--- config.mk ---
export PLATFORM = sky130hd
export DESIGN_NAME = acc40_alu_shift
export DESIGN_NICKNAME = d
export VERILOG_FILES = /design/src/rtl/acc_alu_pkg.sv /design/src/rtl/acc_bank.sv /design/src/rtl/alu40_core.sv /design/src/rtl/shift40.sv /design/src/rtl/acc40_alu_shift.sv
export SDC_FILE = /design/constraint.sdc
export NUM_CORES = 1
export LEC_CHECK = 0
export BUFFER_PORTS_ARGS = -buffer_cell sky130_fd_sc_hd__buf_2
export CELL_PAD_IN_SITES_DETAIL_PLACEMENT = 0
export CELL_PAD_IN_SITES_GLOBAL_PLACEMENT = 2
export CORE_MARGIN = 5
export CORE_UTILIZATION = 41
export DETAILED_ROUTE_END_ITERATION = 8
export PLACE_DENSITY_LB_ADDON = 0.1
export SYNTH_ARGS = -nofsm -noshare
export SYNTH_HDL_FRONTEND = slang
export SYNTH_SLANG_ARGS = --single-unit
--- constraint.sdc ---
create_clock -name clk -period 23.5 [get_ports clk]
set_input_delay 2.35 -clock clk [delete_from_list [all_inputs] [get_ports clk]]
set_output_delay 2.35 -clock clk [all_outputs]
set_load 0.1 [all_outputs]
--- src/rtl/acc_alu_pkg.sv ---
package acc_alu_pkg;

    parameter int DATA_W  = 40;
    parameter int HALF_W  = 16;
    parameter int NUM_ACC = 4;
    parameter int SHAMT_W = 6;

    localparam int SEL_W  = $clog2(NUM_ACC);
    localparam int LANE_W = 2 * HALF_W;

    typedef enum logic [3:0] {
        OP_PASSB = 4'd0,
        OP_ADD   = 4'd1,
        OP_SUB   = 4'd2,
        OP_AND   = 4'd3,
        OP_OR    = 4'd4,
        OP_XOR   = 4'd5,
        OP_RND   = 4'd6,
        OP_SAT   = 4'd7,
        OP_ADD2  = 4'd8,
        OP_SUB2  = 4'd9
    } alu_op_e;

    typedef logic [DATA_W-1:0] word_t;

    typedef struct packed {
        logic              valid;
        logic [3:0]        code;
        logic [SEL_W-1:0]  dst;
        logic [SEL_W-1:0]  srca;
        logic [SEL_W-1:0]  srcb;
        logic              use_imm;
        logic [HALF_W-1:0] imm;
        logic [SHAMT_W-1:0] shamt;
    } alu_cmd_t;

    function automatic word_t widen_imm(input logic [HALF_W-1:0] v);
        return {{(DATA_W-HALF_W){v[HALF_W-1]}}, v};
    endfunction

    function automatic word_t round_half(input word_t v);
        word_t sum;
        sum = v + (word_t'(1) << (HALF_W-1));
        return {sum[DATA_W-1:HALF_W], {HALF_W{1'b0}}};
    endfunction

    function automatic word_t clamp_narrow(input word_t v);
        logic fits;
        fits = (&v[DATA_W-1:LANE_W-1]) | ~(|v[DATA_W-1:LANE_W-1]);
        if (fits)
            return v;
        else if (v[DATA_W-1])
            return {{(DATA_W-LANE_W+1){1'b1}}, {(LANE_W-1){1'b0}}};
        else
            return {{(DATA_W-LANE_W+1){1'b0}}, {(LANE_W-1){1'b1}}};
    endfunction

endpackage

--- src/rtl/acc_bank.sv ---
module acc_bank #(
    parameter int DW   = acc_alu_pkg::DATA_W,
    parameter int NACC = acc_alu_pkg::NUM_ACC,
    localparam int SW  = $clog2(NACC)
) (
    input  logic                     clk,
    input  logic                     rst,
    input  logic                     wr_en,
    input  logic [SW-1:0]            wr_sel,
    input  logic [DW-1:0]            wr_data,
    output logic [NACC-1:0][DW-1:0]  bank_q
);

    for (genvar k = 0; k < NACC; k++) begin : g_acc
        always_ff @(posedge clk) begin
            if (rst)
                bank_q[k] <= '0;
            else if (wr_en && (wr_sel == SW'(k)))
                bank_q[k] <= wr_data;
        end
    end

endmodule

--- src/rtl/alu40_core.sv ---
module alu40_core
    import acc_alu_pkg::*;
#(
    parameter int DW = acc_alu_pkg::DATA_W,
    parameter int HW = acc_alu_pkg::HALF_W
) (
    input  logic [3:0]    op_code,
    input  logic [DW-1:0] opa,
    input  logic [DW-1:0] opb,
    output logic [DW-1:0] res
);

    localparam int LW = 2 * HW;

    logic [HW-1:0] lo_lane;
    logic [HW-1:0] hi_lane;
    logic          lane_sub;
    alu_op_e       op;

    assign op       = alu_op_e'(op_code);
    assign lane_sub = (op == OP_SUB2);

    // Two narrow adders: the lane boundary never sees a carry.
    always_comb begin
        if (lane_sub) begin
            lo_lane = opa[HW-1:0]  - opb[HW-1:0];
            hi_lane = opa[LW-1:HW] - opb[LW-1:HW];
        end else begin
            lo_lane = opa[HW-1:0]  + opb[HW-1:0];
            hi_lane = opa[LW-1:HW] + opb[LW-1:HW];
        end
    end

    always_comb begin
        case (op)
            OP_PASSB: res = opb;
            OP_ADD:   res = opa + opb;
            OP_SUB:   res = opa - opb;
            OP_AND:   res = opa & opb;
            OP_OR:    res = opa | opb;
            OP_XOR:   res = opa ^ opb;
            OP_RND:   res = round_half(opa);
            OP_SAT:   res = clamp_narrow(opa);
            OP_ADD2,
            OP_SUB2:  res = {{(DW-LW){hi_lane[HW-1]}}, hi_lane, lo_lane};
            default:  res = opa;
        endcase
    end

endmodule

--- src/rtl/shift40.sv ---
module shift40 #(
    parameter int DW  = acc_alu_pkg::DATA_W,
    parameter int SHW = acc_alu_pkg::SHAMT_W
) (
    input  logic [DW-1:0]  din,
    input  logic [SHW-1:0] amt,
    output logic [DW-1:0]  dout
);

    logic           go_right;
    logic [SHW-1:0] mag;
    logic [DW-1:0]  stage [SHW+1];

    assign go_right = amt[SHW-1];
    assign mag      = go_right ? (~amt + SHW'(1)) : amt;
    assign stage[0] = din;

    // One stage per magnitude bit; direction is shared by all stages.
    for (genvar i = 0; i < SHW; i++) begin : g_stage
        localparam int STEP = 1 << i;
        always_comb begin
            if (!mag[i])
                stage[i+1] = stage[i];
            else if (go_right)
                stage[i+1] = DW'($signed(stage[i]) >>> STEP);
            else
                stage[i+1] = stage[i] << STEP;
        end
    end

    assign dout = stage[SHW];

endmodule

--- src/rtl/acc40_alu_shift.sv ---
module acc40_alu_shift
    import acc_alu_pkg::*;
(
    input  logic                clk,
    input  logic                rst,
    input  logic                op_valid,
    input  logic [3:0]          op_code,
    input  logic [SEL_W-1:0]    dst_sel,
    input  logic [SEL_W-1:0]    srca_sel,
    input  logic [SEL_W-1:0]    srcb_sel,
    input  logic                use_imm,
    input  logic [HALF_W-1:0]   imm,
    input  logic [SHAMT_W-1:0]  shift_amt,
    input  logic [SEL_W-1:0]    rd_sel,
    output logic [DATA_W-1:0]   rd_data
);

    alu_cmd_t                      cmd;
    logic [NUM_ACC-1:0][DATA_W-1:0] bank_q;
    word_t                         opa;
    word_t                         opb;
    word_t                         alu_y;
    word_t                         wb_data;

    assign cmd = '{valid:   op_valid,
                   code:    op_code,
                   dst:     dst_sel,
                   srca:    srca_sel,
                   srcb:    srcb_sel,
                   use_imm: use_imm,
                   imm:     imm,
                   shamt:   shift_amt};

    assign opa = bank_q[cmd.srca];
    assign opb = cmd.use_imm ? widen_imm(cmd.imm) : bank_q[cmd.srcb];

    alu40_core #(.DW(DATA_W), .HW(HALF_W)) u_alu (
        .op_code (cmd.code),
        .opa     (opa),
        .opb     (opb),
        .res     (alu_y)
    );

    shift40 #(.DW(DATA_W), .SHW(SHAMT_W)) u_shift (
        .din  (alu_y),
        .amt  (cmd.shamt),
        .dout (wb_data)
    );

    acc_bank #(.DW(DATA_W), .NACC(NUM_ACC)) u_bank (
        .clk     (clk),
        .rst     (rst),
        .wr_en   (cmd.valid),
        .wr_sel  (cmd.dst),
        .wr_data (wb_data),
        .bank_q  (bank_q)
    );

    assign rd_data = bank_q[rd_sel];

endmodule

# --- Yosys cells after proc, flatten, opt, wreduce, memory -nomap -nowiden ---
# Cells that the tools add are included.
word_totals:
  elab_cells: 67
  register_bits: 160
  output_inout_bits: 40
  inputBits: 38
op_classes:
  n_addsub: 8
  bitwise: 6
  n_mux: 25
  order_cmp: 3
  eq_ne: 12
  n_reduce_logical: 9
op_table:
  columns: ["operator", "count"]
  rows:
  - ["two-way mux 40 bit", 18]
  - ["case mux 40 bit (9 select lines)", 1]
  - ["binary-select mux 40 bit (select 2 bit)", 3]
  - ["adder 40 x 16 -> 40 bit (second input constant)", 1]
  - ["adder 40 bit", 1]
  - ["AND 40 bit", 1]
  - ["OR 40 bit", 1]
  - ["subtractor 40 bit", 1]
  - ["XOR 40 bit", 1]
  - ["adder 16 bit", 2]
  - ["two-way mux 16 bit", 2]
  - ["subtractor 16 bit", 2]
  - ["equality test 4 x 3 -> 1 bit (second input constant)", 4]
  - ["< comparator 2 x 3 -> 1 bit (second input constant)", 3]
  - ["AND reduction 9 bit", 1]
  - ["OR reduction 9 bit", 1]
  - ["equality test 4 x 2 -> 1 bit (second input constant)", 2]
  - ["equality test 4 bit (second input constant)", 2]
  - ["adder 6 x 1 -> 6 bit (second input constant)", 1]
  - ["two-way mux 6 bit", 1]
  - ["NOT 6 bit", 1]
  - ["equality test 2 bit (second input constant)", 2]
  - ["equality test 4 x 1 -> 1 bit (second input constant)", 1]
  - ["logical AND 1 bit", 4]
  - ["other kinds (6)", 6]

# --- Logic depth before layout (Yosys ltp) ---
logic_depth:
  word_depth: 19
  mapped_depth: 33
  mapped_depth_nobuf: 27

# --- Modules after synthesis ---
# Synthesis repeated with hierarchy kept, for this count alone.
hier_totals:
  hier_cells: 2990
  hier_area_um2: 24474.7
modules_own_cells:
  columns: ["module", "cells_each", "area_per_inst_um2", "instances", "seq_area_each_um2"]
  rows:
  - ["alu40_core", 1294, 8647.0, 1, 0.0]
  - ["acc_bank", 566, 6303.5, 1, 3203.1]
  - ["shift40", 855, 5894.4, 1, 0.0]
  - ["acc40_alu_shift", 275, 3629.7, 1, 0.0]

# --- Least setup slack after synthesis ---
# OpenSTA, ideal clock, no wires.
synth_path:
  path_kind: "input-to-reg"
  start: "input srcb_sel[0]"
  end: "register u_bank.bank_q[116] (netlist bit)"
  stages: 32
  arrival_ns: 9.322
  n_path_buf: 7
  setup_time_ns: 0.140
  required_ns: 23.360
  path_slack_ns: 14.038
  path_cell_list: "buf_6 -> buf_6 -> buf_4 -> buf_2 -> buf_2 -> mux2_2 -> o21ai_1 -> nand4_1 -> nor2_1 -> nand2_1 -> nor3_1 -> nand2_1 -> nor4_1 -> a21oi_1 -> xnor2_1 -> ha_1 -> clkbuf_1 -> nand2_1 -> nor2_1 -> a31o_2 -> a211o_1 -> or3_1 -> a31o_2 -> or4_4 -> and2_1 -> o2bb2a_1 -> o211ai_1 -> a311oi_2 -> nand3_2 -> nand2_1 -> clkbuf_2 -> o32ai_1"
synth_via:
  elab_chain_len: 18
  word_cells_on_any_way: 27
  cone_classes: "6 x add/sub; 18 x mux; 3 x bitwise"
synth_lines:
  columns: ["item", "line", "text"]
  rows:
  - ["from (decl)", "acc40_alu_shift.sv:10", "input logic [SEL_W-1:0] srcb_sel,"]
  - ["binary-select mux 40 bit (select 2 bit) (*)", "acc40_alu_shift.sv:35", "assign opb = cmd.use_imm ? widen_imm(cmd.imm) : bank_q[cmd.srcb];"]
  - ["two-way mux 40 bit (not written as such) (*)", "acc40_alu_shift.sv:35", null]
  - ["two-way mux 40 bit (*)", "acc40_alu_shift.sv:35", null]
  - ["branches (longest 2 deep; another with subtractor 40 bit)", null, null]
  - ["case mux 40 bit (9 select lines) (*)", "alu40_core.sv:35", "case (op)"]
  - ["two-way mux 40 bit", "shift40.sv:24", "else if (go_right)"]
  - ["two-way mux 40 bit (*)", "shift40.sv:22", "if (!mag[i])"]
  - ["two-way mux 40 bit", "shift40.sv:24", null]
  - ["two-way mux 40 bit (*)", "shift40.sv:22", null]
  - ["two-way mux 40 bit", "shift40.sv:24", null]
  - ["two-way mux 40 bit (*)", "shift40.sv:22", null]
  - ["two-way mux 40 bit", "shift40.sv:24", null]
  - ["two-way mux 40 bit (*)", "shift40.sv:22", null]
  - ["two-way mux 40 bit", "shift40.sv:24", null]
  - ["two-way mux 40 bit (*)", "shift40.sv:22", null]
  - ["two-way mux 40 bit", "shift40.sv:24", null]
  - ["two-way mux 40 bit (*)", "shift40.sv:22", null]
  - ["to (signal, indexed assignment)", "acc_bank.sv:19", "bank_q[k] <= wr_data;"]
  - ["to (decl)", "acc_bank.sv:11", "output logic [NACC-1:0][DW-1:0] bank_q"]
# Mark *: on every way between the ends. The select of a mux whose other input is x is not followed.
# A chain may end at the register's enable or synchronous reset.

# --- Worst setup path after layout ---
layout_path:
  start: "input srcb_sel[0]"
  end: "register u_bank.bank_q[56] (netlist bit)"
# The elaborated chain is that of the path after synthesis.

==> tab_implementation.tex <==
\begin{tabular}{lr}
\hline
Metric & Value \\
\hline
\multicolumn{2}{l}{\textbf{Clock tree}} \\
Count of clock tree sinks & 160 \\
H-tree Lvls & 4 \\
Buffers from clock root to sink, at most & 2 \\
Resized cells post-CTS & 0 \\
\# Post-CTS Setup Buffers & 0 \\
Count of hold buffers inserted by post-cts repair & 0 \\
CTS tree & yes \\
Clock slew at the register clock pins of the worst setup and hold paths & 0.07 ns \\
Buffer type at the clock tree root & sky130\_fd\_sc\_hd\_\_clkbuf\_16 \\
CTS Buf Count & 17 \\
Clock latency of the later-clocked register in the worst-skew pair & 0.43 ns \\
\multicolumn{2}{l}{\textbf{Synth}} \\
Mux contribution to synthesized area & 0.1231 \\
Area share of the largest cell type after synthesis & 0.1326 \\
Post-synth EDFFs & 0 \\
Number of distinct library cell variants in the gate-level netlist after synthesis & 114 \\
Largest family of logic cells by synthesized area & compound AO/OA/AOI/OAI gates \\
Synth Instances & 3277 \\
Share of the yosys chip area belonging to registers & 0.1326 \\
Register bit total from synthesis & 160 \\
Avg Cell Area, Syn & 7.373 sq um \\
Synth top cells by count & sky130\_fd\_sc\_hd\_\_nand2\_1 (352), sky130\_fd\_sc\_hd\_\_nor2\_1 (315), sky130\_fd\_sc\_hd\_\_o21ai\_0 (241) \\
Area share of xor/xnor cells in the synthesized design & 0.04060 \\
Synthesized Nets & 3470 \\
Cell type with the largest total area after synthesis & sky130\_fd\_sc\_hd\_\_dfxtp\_1 \\
Biggest area contributors in the synthesized netlist & sky130\_fd\_sc\_hd\_\_dfxtp\_1 (13\%), sky130\_fd\_sc\_hd\_\_ha\_1 (7.9\%), sky130\_fd\_sc\_hd\_\_mux4\_2 (7.8\%) \\
Share of synthesized cell area in and, or, nand and nor gates & 0.2208 \\
Share of synthesized flip-flops with an asynchronous set or reset & 0 \\
Yosys warning total & 0 \\
Most used standard cell by instance count after synthesis & sky130\_fd\_sc\_hd\_\_nand2\_1 \\
Synth Cell Area & 24160 sq um \\
Leading register cell type out of synthesis & sky130\_fd\_sc\_hd\_\_dfxtp\_1 \\
Post-synthesis share of cell area spent on full adders, half adders and majority gates & 0.08120 \\
Fraction of the mapped netlist area in compound gates & 0.3427 \\
\multicolumn{2}{l}{\textbf{Timing}} \\
Headroom to the max-slew limit & 0.1362 \\
Max Fclk & 81.91 MHz \\
Sum Neg Setup Slack & 0 ns \\
Max-slew violations & 0 \\
Min Hold Slack & 0.4842 ns \\
Setup repair after global routing missed its margin & false \\
Final clock skew & 0.01284 ns \\
Post-layout min period & 12.21 ns \\
Period utilization & 0.5195 \\
Final Hold Vio Count & 0 \\
Final-report setup violation count & 0 \\
Slew at the pin with the worst max-slew slack & 1.291 ns \\
\multicolumn{2}{l}{\textbf{Setup path}} \\
Depth of the worst register-to-register path & 25 \\
Type of element launching the critical path & input port \\
Worst Setup Path Type & in -> reg \\
Endpoint of the lowest-slack register-to-register path & u\_bank.bank\_q[56] \\
Highest fanout seen on the critical path & 54 \\
Worst flop-to-flop path startpoint & u\_bank.bank\_q[43] \\
Endpoint class of the critical path & flop \\
Critical path data arrival time & 12.46 ns \\
Critical path origin & srcb\_sel[0] \\
WP data required & 23.75 ns \\
Register-to-register setup slack & 13.66 ns \\
\multicolumn{2}{l}{\textbf{Floorplan}} \\
DIE HEIGHT & 252.8 microns \\
Area inside the core boundary & 58690 sq um \\
Width of the chip & 252.8 microns \\
Cell Rows & 89 \\
Starting density of the core & 0.4117 \\
IO Count & 78 \\
Die footprint & 63890 sq um \\
\multicolumn{2}{l}{\textbf{Hold path}} \\
Worst Hold End & u\_bank.bank\_q[34] \\
Worst hold path startpoint & u\_bank.bank\_q[34] \\
Worst min path class & reg -> reg \\
Hold depth & 2 \\
\multicolumn{2}{l}{\textbf{Global routing}} \\
Wire length of the first global-routing pass & 199000 microns \\
Remaining global-route overflow & 0 \\
Total Routing Usage GR & 0.4187 \\
Via count of the first global-routing pass & 27434 \\
Initial antenna violation count & 1 \\
Largest net degree at the start of global routing & 93 \\
\multicolumn{2}{l}{\textbf{Route}} \\
Detailed-router iteration count before antenna repair & 8 \\
Drt drc & 0 \\
Antenna Nets Post-Route & 0 \\
Number of vias after detailed routing & 29718 \\
Wirelength, routed & 141300 microns \\
Drt first-iter violations & 4579 \\
Via-to-Cell Ratio & 7.415 \\
Mean routed wirelength per cell & 35.25 microns \\
\multicolumn{2}{l}{\textbf{Power and ir drop}} \\
Power Density & 51.36 nW/um\^{}2 \\
Reg power frac & 0.223 \\
Total leakage power & 9.731 nW \\
Proportion of power drawn by combinational gates & 0.572 \\
Net switching fraction of the power & 0.5180 \\
Internal power consumption & 0.6388 mW \\
Clock network power share & 0.204 \\
Net Switching & 0.6866 mW \\
Worst IR drop on VDD & 0.00004053 V \\
\multicolumn{2}{l}{\textbf{Final layout}} \\
Fin nets & 3414 \\
Ratio of cells with drive above 1 in the final layout & 0.1203 \\
Register bank with the most flops & u\_bank.bank\_q \\
Largest registers & u\_bank.bank\_q (160) \\
Max FFs per register & 160 \\
Synth-to-Final Area Change & 6.810\% \\
Final core utilization & 0.4398 \\
Fill cell instance count of the final layout & 6088 \\
\multicolumn{2}{l}{\textbf{Placed design}} \\
Input/output buffers & 77 \\
Half-perimeter wire length after placement & 108500 microns \\
RePlAce Congestion & 1.061 \\
\multicolumn{2}{l}{\textbf{Run}} \\
Max-cap violations & 0 \\
\multicolumn{2}{l}{\textbf{Outcome}} \\
Result of the run & finished, final reports clean \\
\hline
\end{tabular}
[power by group through the flow]
stage / Combinational (mW) / Sequential (mW) / Clock [mW]
after floorplan: 0.458 / 0.297 / 0
after global routing: 0.782 / 0.297 / 0.281
final: 0.759 / 0.296 / 0.271
after detailed placement: 0.720 / 0.301 / 0
after global placement: 0.719 / 0.300 / 0
after CTS: 0.724 / 0.295 / 0.270
[layout make-up]
class	instances	area (sq um)	area share
diodes	1	2.502	0.00009696
clock inverters	14	136.4	0.005285
repair buffers	164	1039	0.04024
well taps	773	967.2	0.03748
inverters	110	412.9	0.01600
multi-input cells	2768	19620	0.7602
clock buffers	18	429.2	0.01663
flip-flops and latches	160	3203	0.1241
[critical path, cell delays in order]
cell and delay [ns]:
sky130_fd_sc_hd__buf_2 0.08, sky130_fd_sc_hd__buf_4 0.66, sky130_fd_sc_hd__or2_2 0.37, sky130_fd_sc_hd__o22ai_1 0.14
sky130_fd_sc_hd__a21oi_1 0.78, sky130_fd_sc_hd__nand4_1 0.32, sky130_fd_sc_hd__nor3_1 0.26, sky130_fd_sc_hd__nand2_1 0.13
sky130_fd_sc_hd__nor3_1 0.89, sky130_fd_sc_hd__nand2_1 0.28, sky130_fd_sc_hd__nor4_1 0.59, sky130_fd_sc_hd__nor2_1 0.11
sky130_fd_sc_hd__xnor2_1 0.16, sky130_fd_sc_hd__ha_1 0.48, sky130_fd_sc_hd__nand4_1 0.29, sky130_fd_sc_hd__nor2_1 0.21
sky130_fd_sc_hd__nand2_1 0.14, sky130_fd_sc_hd__a211oi_1 0.62, sky130_fd_sc_hd__o21ai_0 0.17, sky130_fd_sc_hd__a31o_2 0.27
sky130_fd_sc_hd__or4_4 0.47, sky130_fd_sc_hd__and2_1 0.22, sky130_fd_sc_hd__o2bb2a_1 0.25, sky130_fd_sc_hd__o211ai_1 0.20
sky130_fd_sc_hd__a311oi_2 0.51, sky130_fd_sc_hd__a21oi_2 0.33, sky130_fd_sc_hd__a31oi_1 0.95, sky130_fd_sc_hd__a211oi_1 0.17
[placed cells by master, fill, tap and decap left out, drive strengths merged, types with 48 or more instances in the layout]
cell,instances
buf,164
xnor2,99
a31oi,52
o221ai,52
nor3,81
dfxtp,160
mux2i,83
a21oi,193
nor2,318
o21ai,260
nand2,353
mux4,84
ha,152
nand3,76
a211oi,108
a22oi,48
o22ai,63
o211ai,53
inv,120
[kinds of logic (layout without fill, tap and decap cells)]
logic type                 count (synthesis)  count (layout)
DFF                                      160             160
and+or+nand+nor                         1119            1119
AOI/OAI and AO/OA                       1193            1193
buffers and inverters                    349             306
adders and majority gates                155             155
muxes                                    189             189
other                                      0               1
xor gates and xnor gates                 112             112
[per-stage QoR]
step | power [mW] | setup WS [ns] | instances | area [sq um]
after floorplan | 0.7541 | 14.04 | 3277 | 24160
after global placement | 1.019 | 11.42 | 3975 | 25240
after detailed placement | 1.022 | 11.26 | 3975 | 25240
after CTS | 1.289 | 11.64 | 4007 | 25800
after global routing | 1.360 | 10.86 | 4007 | 25800
final | 1.325 | 11.29 | 4008 | 25810
[routing by layer]
metal / up-vias / GRT usage / part of all wire
met2: 2358 / 0.6178 / 0.41
met4: 2 / 0.2510 / 0.081
met5: - / 0 / 0.000092
li1: 12456 / - / -
met1: 14375 / 0.5541 / 0.38
met3: 527 / 0.1013 / 0.13
[worst max-delay path by stage]
stage / end / slack (ns) / cells after the start
final: u_bank.bank_q[56] / 11.29 / 28
after global routing: u_bank.bank_q[136] / 10.86 / 28
after CTS: u_bank.bank_q[56] / 11.64 / 28
after detailed placement: u_bank.bank_q[56] / 11.26 / 28
after global placement: u_bank.bank_q[16] / 11.42 / 28
after floorplan: u_bank.bank_q[116] / 14.04 / 32
Note: power is estimated with default switching activity, not from simulation.
